===== src/rtl/iqpi_pkg.sv =====
package iqpi_pkg;

  typedef enum int {
    CH_I = 0,
    CH_Q = 1
  } iqpi_chan_e;

  localparam int IQPI_NCH = 2;

  // Clamp a wide signed value into the signed range of a w-bit word.
  function automatic logic signed [63:0] iqpi_sat(input logic signed [63:0] v,
                                                  input int unsigned w);
    logic signed [63:0] hi;
    logic signed [63:0] lo;
    hi = (64'sd1 <<< (w - 1)) - 64'sd1;
    lo = -(64'sd1 <<< (w - 1));
    if (v > hi) return hi;
    if (v < lo) return lo;
    return v;
  endfunction

endpackage


===== src/rtl/iqpi_flow.sv =====
module iqpi_flow (
  input  logic clk,
  input  logic rst_n,
  input  logic in_valid,
  input  logic out_ready,
  output logic in_ready,
  output logic adv,
  output logic v1,
  output logic out_valid
);

  logic v1_q, v2_q, v3_q;

  // whole pipeline moves when the last slot is free or being drained
  assign adv       = !v3_q || out_ready;
  assign in_ready  = adv;
  assign v1        = v1_q;
  assign out_valid = v3_q;

  always_ff @(posedge clk or negedge rst_n) begin
    if (!rst_n) begin
      v1_q <= 1'b0;
      v2_q <= 1'b0;
      v3_q <= 1'b0;
    end else if (adv) begin
      v1_q <= in_valid;
      v2_q <= v1_q;
      v3_q <= v2_q;
    end
  end

endmodule


===== src/rtl/iqpi_channel.sv =====
module iqpi_channel
  import iqpi_pkg::*;
#(
  parameter int DW = 16,
  parameter int GW = 16,
  parameter int SW = 4,
  parameter int AW = 20
) (
  input  logic                 clk,
  input  logic                 rst_n,
  input  logic                 adv,
  input  logic                 v1,
  input  logic                 en1,
  input  logic                 en2,
  input  logic signed [DW-1:0] tgt,
  input  logic signed [DW-1:0] meas,
  input  logic signed [DW-1:0] ff,
  input  logic signed [GW-1:0] kp1,
  input  logic signed [GW-1:0] ki1,
  input  logic        [SW-1:0] psh1,
  input  logic        [SW-1:0] ish1,
  output logic signed [DW-1:0] drive,
  output logic signed [AW-1:0] acc
);

  localparam int EW = DW + 1;
  localparam int PW = EW + GW;

  logic signed [EW-1:0] err1;
  logic signed [DW-1:0] ff1, ff2;
  logic signed [AW-1:0] p2;
  logic signed [PW-1:0] prod_p, prod_i;
  logic signed [63:0]   p_sh, i_sh, acc_sum, out_sum;

  always_comb begin
    prod_p  = err1 * kp1;
    prod_i  = err1 * ki1;
    p_sh    = 64'(prod_p >>> psh1);
    i_sh    = 64'(prod_i >>> ish1);
    acc_sum = 64'(acc) + iqpi_sat(i_sh, AW);
    out_sum = 64'(p2) + 64'(acc) + 64'(ff2);
  end

  // stage 1: error and feed-forward capture
  always_ff @(posedge clk or negedge rst_n) begin
    if (!rst_n) begin
      err1 <= '0;
      ff1  <= '0;
    end else if (adv) begin
      err1 <= EW'(tgt) - EW'(meas);
      ff1  <= ff;
    end
  end

  // stage 2: proportional term and integrator update
  always_ff @(posedge clk or negedge rst_n) begin
    if (!rst_n) begin
      p2  <= '0;
      acc <= '0;
      ff2 <= '0;
    end else if (adv) begin
      p2  <= AW'(iqpi_sat(p_sh, AW));
      ff2 <= ff1;
      if (v1 && en1) acc <= AW'(iqpi_sat(acc_sum, AW));
    end
  end

  // stage 3: sum and converter clamp
  always_ff @(posedge clk or negedge rst_n) begin
    if (!rst_n) begin
      drive <= '0;
    end else if (adv) begin
      drive <= en2 ? DW'(iqpi_sat(out_sum, DW)) : ff2;
    end
  end

endmodule


===== src/rtl/iq_pi_loop.sv =====
module iq_pi_loop
  import iqpi_pkg::*;
#(
  parameter int DW = 16,
  parameter int GW = 16,
  parameter int SW = 4,
  parameter int AW = 20
) (
  input  logic                 clk,
  input  logic                 rst_n,
  input  logic                 in_valid,
  output logic                 in_ready,
  input  logic signed [DW-1:0] meas_i,
  input  logic signed [DW-1:0] meas_q,
  input  logic signed [DW-1:0] tgt_i,
  input  logic signed [DW-1:0] tgt_q,
  input  logic signed [DW-1:0] ff_i,
  input  logic signed [DW-1:0] ff_q,
  input  logic signed [GW-1:0] p_gain,
  input  logic signed [GW-1:0] i_gain,
  input  logic        [SW-1:0] p_shift,
  input  logic        [SW-1:0] i_shift,
  input  logic                 loop_en,
  output logic                 out_valid,
  input  logic                 out_ready,
  output logic signed [DW-1:0] drive_i,
  output logic signed [DW-1:0] drive_q
);

  logic adv, v1;
  logic signed [GW-1:0] kp1, ki1;
  logic        [SW-1:0] psh1, ish1;
  logic                 en1, en2;

  logic signed [DW-1:0] tgt_a  [IQPI_NCH];
  logic signed [DW-1:0] meas_a [IQPI_NCH];
  logic signed [DW-1:0] ff_a   [IQPI_NCH];
  logic signed [DW-1:0] drv_a  [IQPI_NCH];
  logic signed [AW-1:0] acc_a  [IQPI_NCH];
  logic signed [AW-1:0] acc_i_w, acc_q_w;

  assign tgt_a[CH_I]  = tgt_i;
  assign tgt_a[CH_Q]  = tgt_q;
  assign meas_a[CH_I] = meas_i;
  assign meas_a[CH_Q] = meas_q;
  assign ff_a[CH_I]   = ff_i;
  assign ff_a[CH_Q]   = ff_q;
  assign drive_i      = drv_a[CH_I];
  assign drive_q      = drv_a[CH_Q];
  assign acc_i_w      = acc_a[CH_I];
  assign acc_q_w      = acc_a[CH_Q];

  iqpi_flow u_flow (
    .clk       (clk),
    .rst_n     (rst_n),
    .in_valid  (in_valid),
    .out_ready (out_ready),
    .in_ready  (in_ready),
    .adv       (adv),
    .v1        (v1),
    .out_valid (out_valid)
  );

  // shared controls travel with the sample
  always_ff @(posedge clk or negedge rst_n) begin
    if (!rst_n) begin
      kp1  <= '0;
      ki1  <= '0;
      psh1 <= '0;
      ish1 <= '0;
      en1  <= 1'b0;
      en2  <= 1'b0;
    end else if (adv) begin
      kp1  <= p_gain;
      ki1  <= i_gain;
      psh1 <= p_shift;
      ish1 <= i_shift;
      en1  <= loop_en;
      en2  <= en1;
    end
  end

  for (genvar c = 0; c < IQPI_NCH; c++) begin : g_ch
    iqpi_channel #(.DW(DW), .GW(GW), .SW(SW), .AW(AW)) u_ch (
      .clk   (clk),
      .rst_n (rst_n),
      .adv   (adv),
      .v1    (v1),
      .en1   (en1),
      .en2   (en2),
      .tgt   (tgt_a[c]),
      .meas  (meas_a[c]),
      .ff    (ff_a[c]),
      .kp1   (kp1),
      .ki1   (ki1),
      .psh1  (psh1),
      .ish1  (ish1),
      .drive (drv_a[c]),
      .acc   (acc_a[c])
    );
  end

endmodule


===== config.mk =====
export PLATFORM = sky130hd
export DESIGN_NAME = iq_pi_loop
export DESIGN_NICKNAME = d
export VERILOG_FILES = /design/src/rtl/iqpi_pkg.sv /design/src/rtl/iqpi_flow.sv /design/src/rtl/iqpi_channel.sv /design/src/rtl/iq_pi_loop.sv
export SDC_FILE = /design/constraint.sdc
export NUM_CORES = 2
export LEC_CHECK = 0
export CAP_MARGIN = 20
export CORE_MARGIN = 4
export CORE_UTILIZATION = 35
export DETAILED_ROUTE_END_ITERATION = 10
export HOLD_SLACK_MARGIN = 0.05
export SYNTH_ARGS = -nofsm -noshare
export SYNTH_HDL_FRONTEND = slang
export SYNTH_SLANG_ARGS = --single-unit

===== constraint.sdc =====
create_clock -name clk -period 12.49 [get_ports clk]
set_input_delay 1.8735 -clock clk [delete_from_list [all_inputs] [get_ports clk]]
set_output_delay 1.8735 -clock clk [all_outputs]
set_load 0.02 [all_outputs]

# Yosys cells after proc, flatten, opt, wreduce, memory -nomap -nowiden
# Index checks and enable logic that the tools add are counted.
[classes] n_addsub=8 mul=4 order_cmp=16 shift=4 n_mux=74 reduce_logical=4
[op_table] op="$mux W64" count=8
[op_table] op="$gt A64 B20 Y1 const B" count=6
[op_table] op="$lt A64 B20 Y1 const B" count=6
[op_table] op="$mux W20" count=16
[op_table] op="$sshr A33 B4 Y64" count=4
[op_table] op="$mux W16" count=10
[op_table] op="$mul A17 B16 Y33" count=4
[op_table] op="$add A20 B64 Y64" count=2
[op_table] op="$gt A64 B16 Y1 const B" count=2
[op_table] op="$lt A64 B16 Y1 const B" count=2
[op_table] op="$add A21 B16 Y22" count=2
[op_table] op="$add A20 B20 Y21" count=2
[op_table] op="$mux W1" count=40
[op_table] op="$sub A16 B16 Y17" count=2
[op_table] op="$reduce_and A2 Y1" count=1
[op_table] op="$logic_and A1 B1 Y1" count=1
[op_table] op="$logic_not A1 Y1" count=1
[op_table] op="$logic_or A1 B1 Y1" count=1
[totals] register_bits=255 in_bits=141 out_inout_bits=34 word_cells=131

# Depth between registers and ports, before layout
[depth] ltp_word=17 ltp_mapped=48 depth_no_buf=44

# Cells and area by module
# A second synthesis with hierarchy kept.
[hier_totals] hier_cells=8139 area_unflattened_um2=69833.2
[modules_own_cells] module="iqpi_channel at g_ch[0].u_ch" instances=1 cells_per_inst=4044 area_per_inst_um2=34036.4 seq_area_each_um2=2627.5
[modules_own_cells] module="iqpi_channel at g_ch[1].u_ch" instances=1 cells_per_inst=3998 area_per_inst_um2=33897.5 seq_area_each_um2=2627.5
[modules_own_cells] module="iq_pi_loop" instances=1 cells_per_inst=89 area_per_inst_um2=1765.4 seq_area_each_um2=1051.0
[modules_own_cells] module="iqpi_flow" instances=1 cells_per_inst=8 area_per_inst_um2=133.9 seq_area_each_um2=75.1

# Worst setup path before layout
# OpenSTA, ideal clock, no wires.
[synth_timing] path_kind="register to register" startpoint="reg ki1[2]" endpoint="reg g_ch[0].u_ch.acc[10]" setup_time_ns=0.126 t_arrival_ns=11.935 t_required_ns=12.364 slack_ns=0.429 path_stages_with_launch=43 n_path_buf=4 period_less_slack_ns=12.061 path_cell_list="dfrtp_1 > clkbuf_1 > nand2_1 > fa_1 > inv_1 > fa_1 > inv_1 > fa_1 > fa_1 > fa_1 > inv_1 > fa_1 > ha_1 > clkbuf_1 > a21o_1 > a311oi_1 > o31a_1 > a21oi_1 > [... 7 more ...] > o41a_1 > clkbuf_1 > o21ai_0 > ha_1 > a211oi_1 > nor2_1 > o41ai_1 > o21ai_2 > a311oi_1 > o31ai_2 > a2111oi_0 > o31ai_1 > xnor2_1 > or3b_2 > or4_1 > a21oi_2 > buf_2 > a21oi_1"
[synth_between] elab_chain_cells=15 elab_cells_between_ends=23 classes_between="1 x add/sub; 1 x mul; 4 x order compare; 1 x shift; 16 x mux"
[synth_rtl] item="start: declaration" line_no="iq_pi_loop.sv:31" rtl="logic signed [GW-1:0] kp1, ki1;"
[synth_rtl] item="start signal: assignment" line_no="iq_pi_loop.sv:75" rtl="ki1 <= i_gain;"
[synth_rtl] item="$mul A17 B16 Y33 (*)" line_no="iqpi_channel.sv:37" rtl="prod_i = err1 * ki1;"
[synth_rtl] item="$sshr A33 B4 Y64 (*)" line_no="iqpi_channel.sv:39" rtl="i_sh = 64'(prod_i >>> ish1);"
[synth_rtl] item="$lt A64 B20 Y1" line_no="iqpi_pkg.sv:18" rtl="if (v < lo) return lo;"
[synth_rtl] item="$mux W1 (2 in series)" line_no="iqpi_pkg.sv:18"
[synth_rtl] item="$mux W64" line_no="iqpi_pkg.sv:19" rtl="return v;"
[synth_rtl] item="$mux W64 (*)" line_no="iqpi_pkg.sv:18"
[synth_rtl] item="$add A20 B64 Y64 (*)" line_no="iqpi_channel.sv:40" rtl="acc_sum = 64'(acc) + iqpi_sat(i_sh, AW);"
[synth_rtl] item="$lt A64 B20 Y1" line_no="iqpi_pkg.sv:18"
[synth_rtl] item="$mux W1 (2 in series)" line_no="iqpi_pkg.sv:18"
[synth_rtl] item="$mux W1" line_no="iqpi_channel.sv:64" rtl="if (v1 && en1) acc <= AW'(iqpi_sat(acc_sum, AW));"
[synth_rtl] item="$mux W1" line_no="iqpi_channel.sv:61" rtl="end else if (adv) begin"
[synth_rtl] item="$mux W20" line_no="iqpi_pkg.sv:19"
[synth_rtl] item="$mux W20 (*)" line_no="iqpi_pkg.sv:18"
[synth_rtl] item="end signal: assignment" line_no="iqpi_channel.sv:64"
[synth_rtl] item="end: declaration" line_no="iqpi_channel.sv:23" rtl="output logic signed [AW-1:0] acc"
# Every way passes the cells marked *; elsewhere a longest branch is shown, timed or not. The select of a mux whose other input is x is not followed.
# A chain may end at the register's enable or synchronous reset.

# Final worst setup path
[layout_timing] startpoint="reg ki1[6]" endpoint="reg g_ch[1].u_ch.acc[8]"
[layout_between] elab_chain_cells=15 elab_cells_between_ends=23 classes_between="1 x add/sub; 1 x mul; 4 x order compare; 1 x shift; 16 x mux"
[layout_rtl] item="$mul A17 B16 Y33 (*)" line_no="iqpi_channel.sv:37"
[layout_rtl] item="$sshr A33 B4 Y64 (*)" line_no="iqpi_channel.sv:39"
[layout_rtl] item="$lt A64 B20 Y1" line_no="iqpi_pkg.sv:18"
[layout_rtl] item="$mux W1 (2 in series)" line_no="iqpi_pkg.sv:18"
[layout_rtl] item="$mux W64" line_no="iqpi_pkg.sv:19"
[layout_rtl] item="$mux W64 (*)" line_no="iqpi_pkg.sv:18"
[layout_rtl] item="$add A20 B64 Y64 (*)" line_no="iqpi_channel.sv:40"
[layout_rtl] item="$lt A64 B20 Y1" line_no="iqpi_pkg.sv:18"
[layout_rtl] item="$mux W1 (2 in series)" line_no="iqpi_pkg.sv:18"
[layout_rtl] item="$mux W1" line_no="iqpi_channel.sv:64"
[layout_rtl] item="$mux W1" line_no="iqpi_channel.sv:61"
[layout_rtl] item="$mux W20" line_no="iqpi_pkg.sv:19"
[layout_rtl] item="$mux W20 (*)" line_no="iqpi_pkg.sv:18"
[layout_rtl] item="end signal: assignment" line_no="iqpi_channel.sv:64"
[layout_rtl] item="end: declaration" line_no="iqpi_channel.sv:23"
# Marked as above.

==> Flow_metrics.wiki <==
{| class="wikitable"
! Metric !! Value
|-
| Fraction of layout instances using a drive strength above 1 || 0.06134
|-
| Total routing resource utilization after global routing || 0.2118
|-
| Placed cell areas || approximately 73000 µm²
|-
| Final-report hold violation count || 0
|-
| End point of the critical path || g_ch[1].u_ch.acc[8]$_DFFE_PN0P_
|-
| Start of the worst register-to-register path || ki1[6]$_DFFE_PN0P_
|-
| Async S/R FF share, synth || 1.000
|-
| Number of top-level pins || 175
|-
| Commonest cells after routing, fill and taps aside || sky130_fd_sc_hd__inv_1 (1407), sky130_fd_sc_hd__fa_1 (1150), sky130_fd_sc_hd__nand2_1 (1090), sky130_fd_sc_hd__and2_1 (575), sky130_fd_sc_hd__ha_1 (474)
|-
| Fin. max-slew vios || 0
|-
| Number of buffers added on ports || 174
|-
| Wire length of the first global-routing pass || 337200 µm
|-
| Unique cell type count in the Yosys netlist || just over 100
|-
| Largest cells by area after synthesis || sky130_fd_sc_hd__fa_1 (34%), sky130_fd_sc_hd__dfrtp_1 (9.4%), sky130_fd_sc_hd__ha_1 (8.8%), sky130_fd_sc_hd__inv_1 (7.8%), sky130_fd_sc_hd__nand2_1 (6.0%)
|-
| DR pass1 iterations || 6
|-
| Number of antenna violations at the first check in global routing || 6
|-
| Number of buffers added by the clock tree synthesis step || 38
|-
| Die Span X || 448.1 µm
|-
| Grt ovf || 0
|-
| Inst Count DP || 10510
|-
| Wirelength, routed || 209300 µm
|-
| Top_reg_cell synth || sky130_fd_sc_hd__dfrtp_1
|-
| Die ar. || 200700 µm²
|-
| Clock Tree Root || sky130_fd_sc_hd__clkbuf_16
|-
| Most prevalent standard cell on the critical path || sky130_fd_sc_hd__fa_1
|-
| Post-route standard cell area excluding fillers || 74570 µm²
|-
| Number of storage elements in the synthesis netlist || 255
|-
| Layout Area Growth over Synthesis || 10.03%
|-
| Sequential element share of the synthesized area || 0.09415
|-
| Crit. Startpoint || ki1[6]$_DFFE_PN0P_
|-
| Vias || 55690
|-
| Cell taking the most area after synthesis || sky130_fd_sc_hd__fa_1
|-
| Sort of element at the end of the critical path || flip-flop
|-
| Total number of H-tree levels || 2
|-
| CTS tree || done
|-
| Synthesized Nets || 9777
|-
| Measured slew at the worst slew-check pin || 994.9 ps
|-
| Synthesized instance count || 8012
|-
| Die Ht || 448.1 µm
|-
| Highest achievable clock rate || 83.01 MHz
|-
| Initial core utilization || 0.3519
|-
| Final #Nets || 9791
|-
| CORE AREA || slightly below 200000 µm²
|-
| Total half-perimeter wirelength after legalization and detailed placement || 170000 µm
|-
| Result of the run || finished clean
|-
| Worst skew pair latency || approximately 620 ps
|-
| Pin count of the biggest net entering global routing || 129
|-
| Number of buffers inserted by hold repair at cts || 0
|-
| Number of warning messages in the yosys log || 0
|-
| Worst-path clk slew || 60 ps
|-
| Max-slew headroom at the worst pin || 0.3368
|-
| Critical path required time || 12960 ps
|-
| Number of sinks on the clock net || 255
|-
| Number of flops mapped to enable cells by yosys || 0
|-
| Setup skew after layout || approximately 37 ps
|-
| R2R Setup Slk || between 400 and 500 ps
|-
| Final Hold Slack || 466.6 ps
|-
| Synth top area share || 0.3397
|-
| Final critical-path required period || about 12000 ps
|-
| Average wire per standard cell || 19.77 µm
|-
| Fillers || 19650
|-
| Post-route ant nets || 0
|-
| Non-filler instance count after layout || 10590
|-
| Depth of the worst hold-timing path || 2
|-
| Number of DRC violations after detailed routing || 0
|-
| Slowest cell on the critical path || sky130_fd_sc_hd__fa_1
|-
| CP Launch Type || flip-flop
|-
| Synthesized area per cell || 8.459 µm²
|-
| Maximum single-stage delay on the critical path || 580 ps
|-
| # rows || about 160
|-
| Part of the cycle the worst path needs || 0.9645
|-
| Most frequent standard cell in the layout excluding fill and tap cells || sky130_fd_sc_hd__inv_1
|-
| Via-per-instance ratio || 5.261
|-
| Reg2Reg Capture Point || g_ch[1].u_ch.acc[8]$_DFFE_PN0P_
|-
| Critical path class || reg2reg
|-
| Max cap viols || 0
|-
| Worst hold path type || reg2reg
|-
| Worst R2R Path Depth || 44
|-
| DRT iter0 DRCs || just over 4000
|-
| Post-Synthesis Cell Area || 67780 µm²
|-
| Maximum count of clock buffers along a single path || 3
|-
| Highest net fanout along the worst path || 22
|-
| Final setup fails || 0
|-
| Final Wtd Congestion || 0.9324
|-
| Via count of the first global-routing pass || 57760
|-
| Data arrival at the endpoint of the critical path || around 13000 ps
|}
==> cell usage after synthesis, drive strengths merged (147+ instances only) <==
cell type  count
a21oi        334
and2         575
clkbuf       376
dfrtp        255
fa          1150
ha           474
inv         1414
mux2i        147
nand2       1091
nor2         366
o21ai        285
xnor2        175
==> cell families (layout without fill, tap and decap cells) <==
group | after synthesis | count (layout) | synth area share
AO/OA/AOI/OAI | 1315 | 1315 | 0.1303
adder cells (fa/ha/maj) | 1624 | 1624 | 0.4272
buffers and inverters | 1843 | 1885 | 0.1027
multiplexers | 209 | 209 | 0.03550
AND/OR/NAND/NOR | 2525 | 2525 | 0.1787
flip-flops | 255 | 255 | 0.09415
other | 0 | 6 | 0
XOR/XNOR | 241 | 241 | 0.03148
==> sequential cells by signal, summed over array words and instances (netlist names), 4 cells and up <==
name and cells:
ki1 16, kp1 16, g_ch.u_ch.acc 40, g_ch.u_ch.ff1 32
psh1 4, g_ch.u_ch.err1 34, g_ch.u_ch.drive 32, g_ch.u_ch.ff2 32
ish1 4, g_ch.u_ch.p2 40
==> repair_timing <==
action | 4_1_cts | 5_1_grt
pin swaps | 0 | 4
resized for setup | 5 | 63
setup endpoints to repair | 37 | 38
hold endpoints to repair | 0 | 0
buffers inserted | 0 | 4
==> critical path: cells and delay by family (launching register included) <==
| family | cells | cell delay [ps] |
|---|---|---|
| fa+ha+maj | 9 | 4110 |
| compound gates | 16 | 3310 |
| simple gates | 8 | 1930 |
| buf+inv | 9 | 1150 |
| mux | 2 | 890 |
| flops | 1 | 490 |
==> per-stage QoR <==
stage	setup slack, ps	util	TNS (ps)
2_1_floorplan	429.1	-	0
3_3_place_gp	1.367	0.3785	0
3_5_place_dp	-33.85	0.3786	-82.89
4_1_cts	39.30	0.3859	0
5_1_grt	-108.9	0.3872	-2156
6_report	443.4	0.3872	0
==> area by class of cell <==
| type | count | area [µm²] | share of cell area |
|---|---|---|---|
| antenna | 6 | 15.01 | 0.0002013 |
| clock buffer | 48 | 1059 | 0.01419 |
| clock inverter | 20 | 329.1 | 0.004413 |
| inverter | 1416 | 5323 | 0.07137 |
| multi-input combinational | 5914 | 54680 | 0.7333 |
| sequential | 255 | 6400 | 0.08582 |
| tap | 2526 | 3161 | 0.04238 |
| timing repair buffer | 401 | 3602 | 0.04830 |
==> routing by layer <==
metal	global-route usage	part of all wire	vias up
li1	-	-	25580
met1	0.3055	0.46	28180
met5	0	0	-
met3	0.03238	0.063	286
met2	0.3283	0.45	1641
met4	0.06294	0.034	0
==> worst min-delay path by stage <==
stage / startpoint / to / slack [ps]
5_1_grt: g_ch[0].u_ch.ff1[7]$_DFFE_PN0P_ / g_ch[0].u_ch.ff1[7]$_DFFE_PN0P_ / 490
4_1_cts: g_ch[1].u_ch.ff1[8]$_DFFE_PN0P_ / g_ch[1].u_ch.ff1[8]$_DFFE_PN0P_ / 470
3_3_place_gp: g_ch[1].u_ch.ff1[6]$_DFFE_PN0P_ / g_ch[1].u_ch.ff1[6]$_DFFE_PN0P_ / 450
3_5_place_dp: u_flow.v2_q$_DFFE_PN0P_ / u_flow.out_valid$_DFFE_PN0P_ / 460
2_1_floorplan: u_flow.v2_q$_DFFE_PN0P_ / u_flow.v2_q$_DFFE_PN0P_ / 430
6_report: g_ch[0].u_ch.ff1[8]$_DFFE_PN0P_ / g_ch[0].u_ch.ff1[8]$_DFFE_PN0P_ / 470
Power is not shown: default switching activity piles up to over one toggle a cycle in this logic, so the estimate is an artifact.
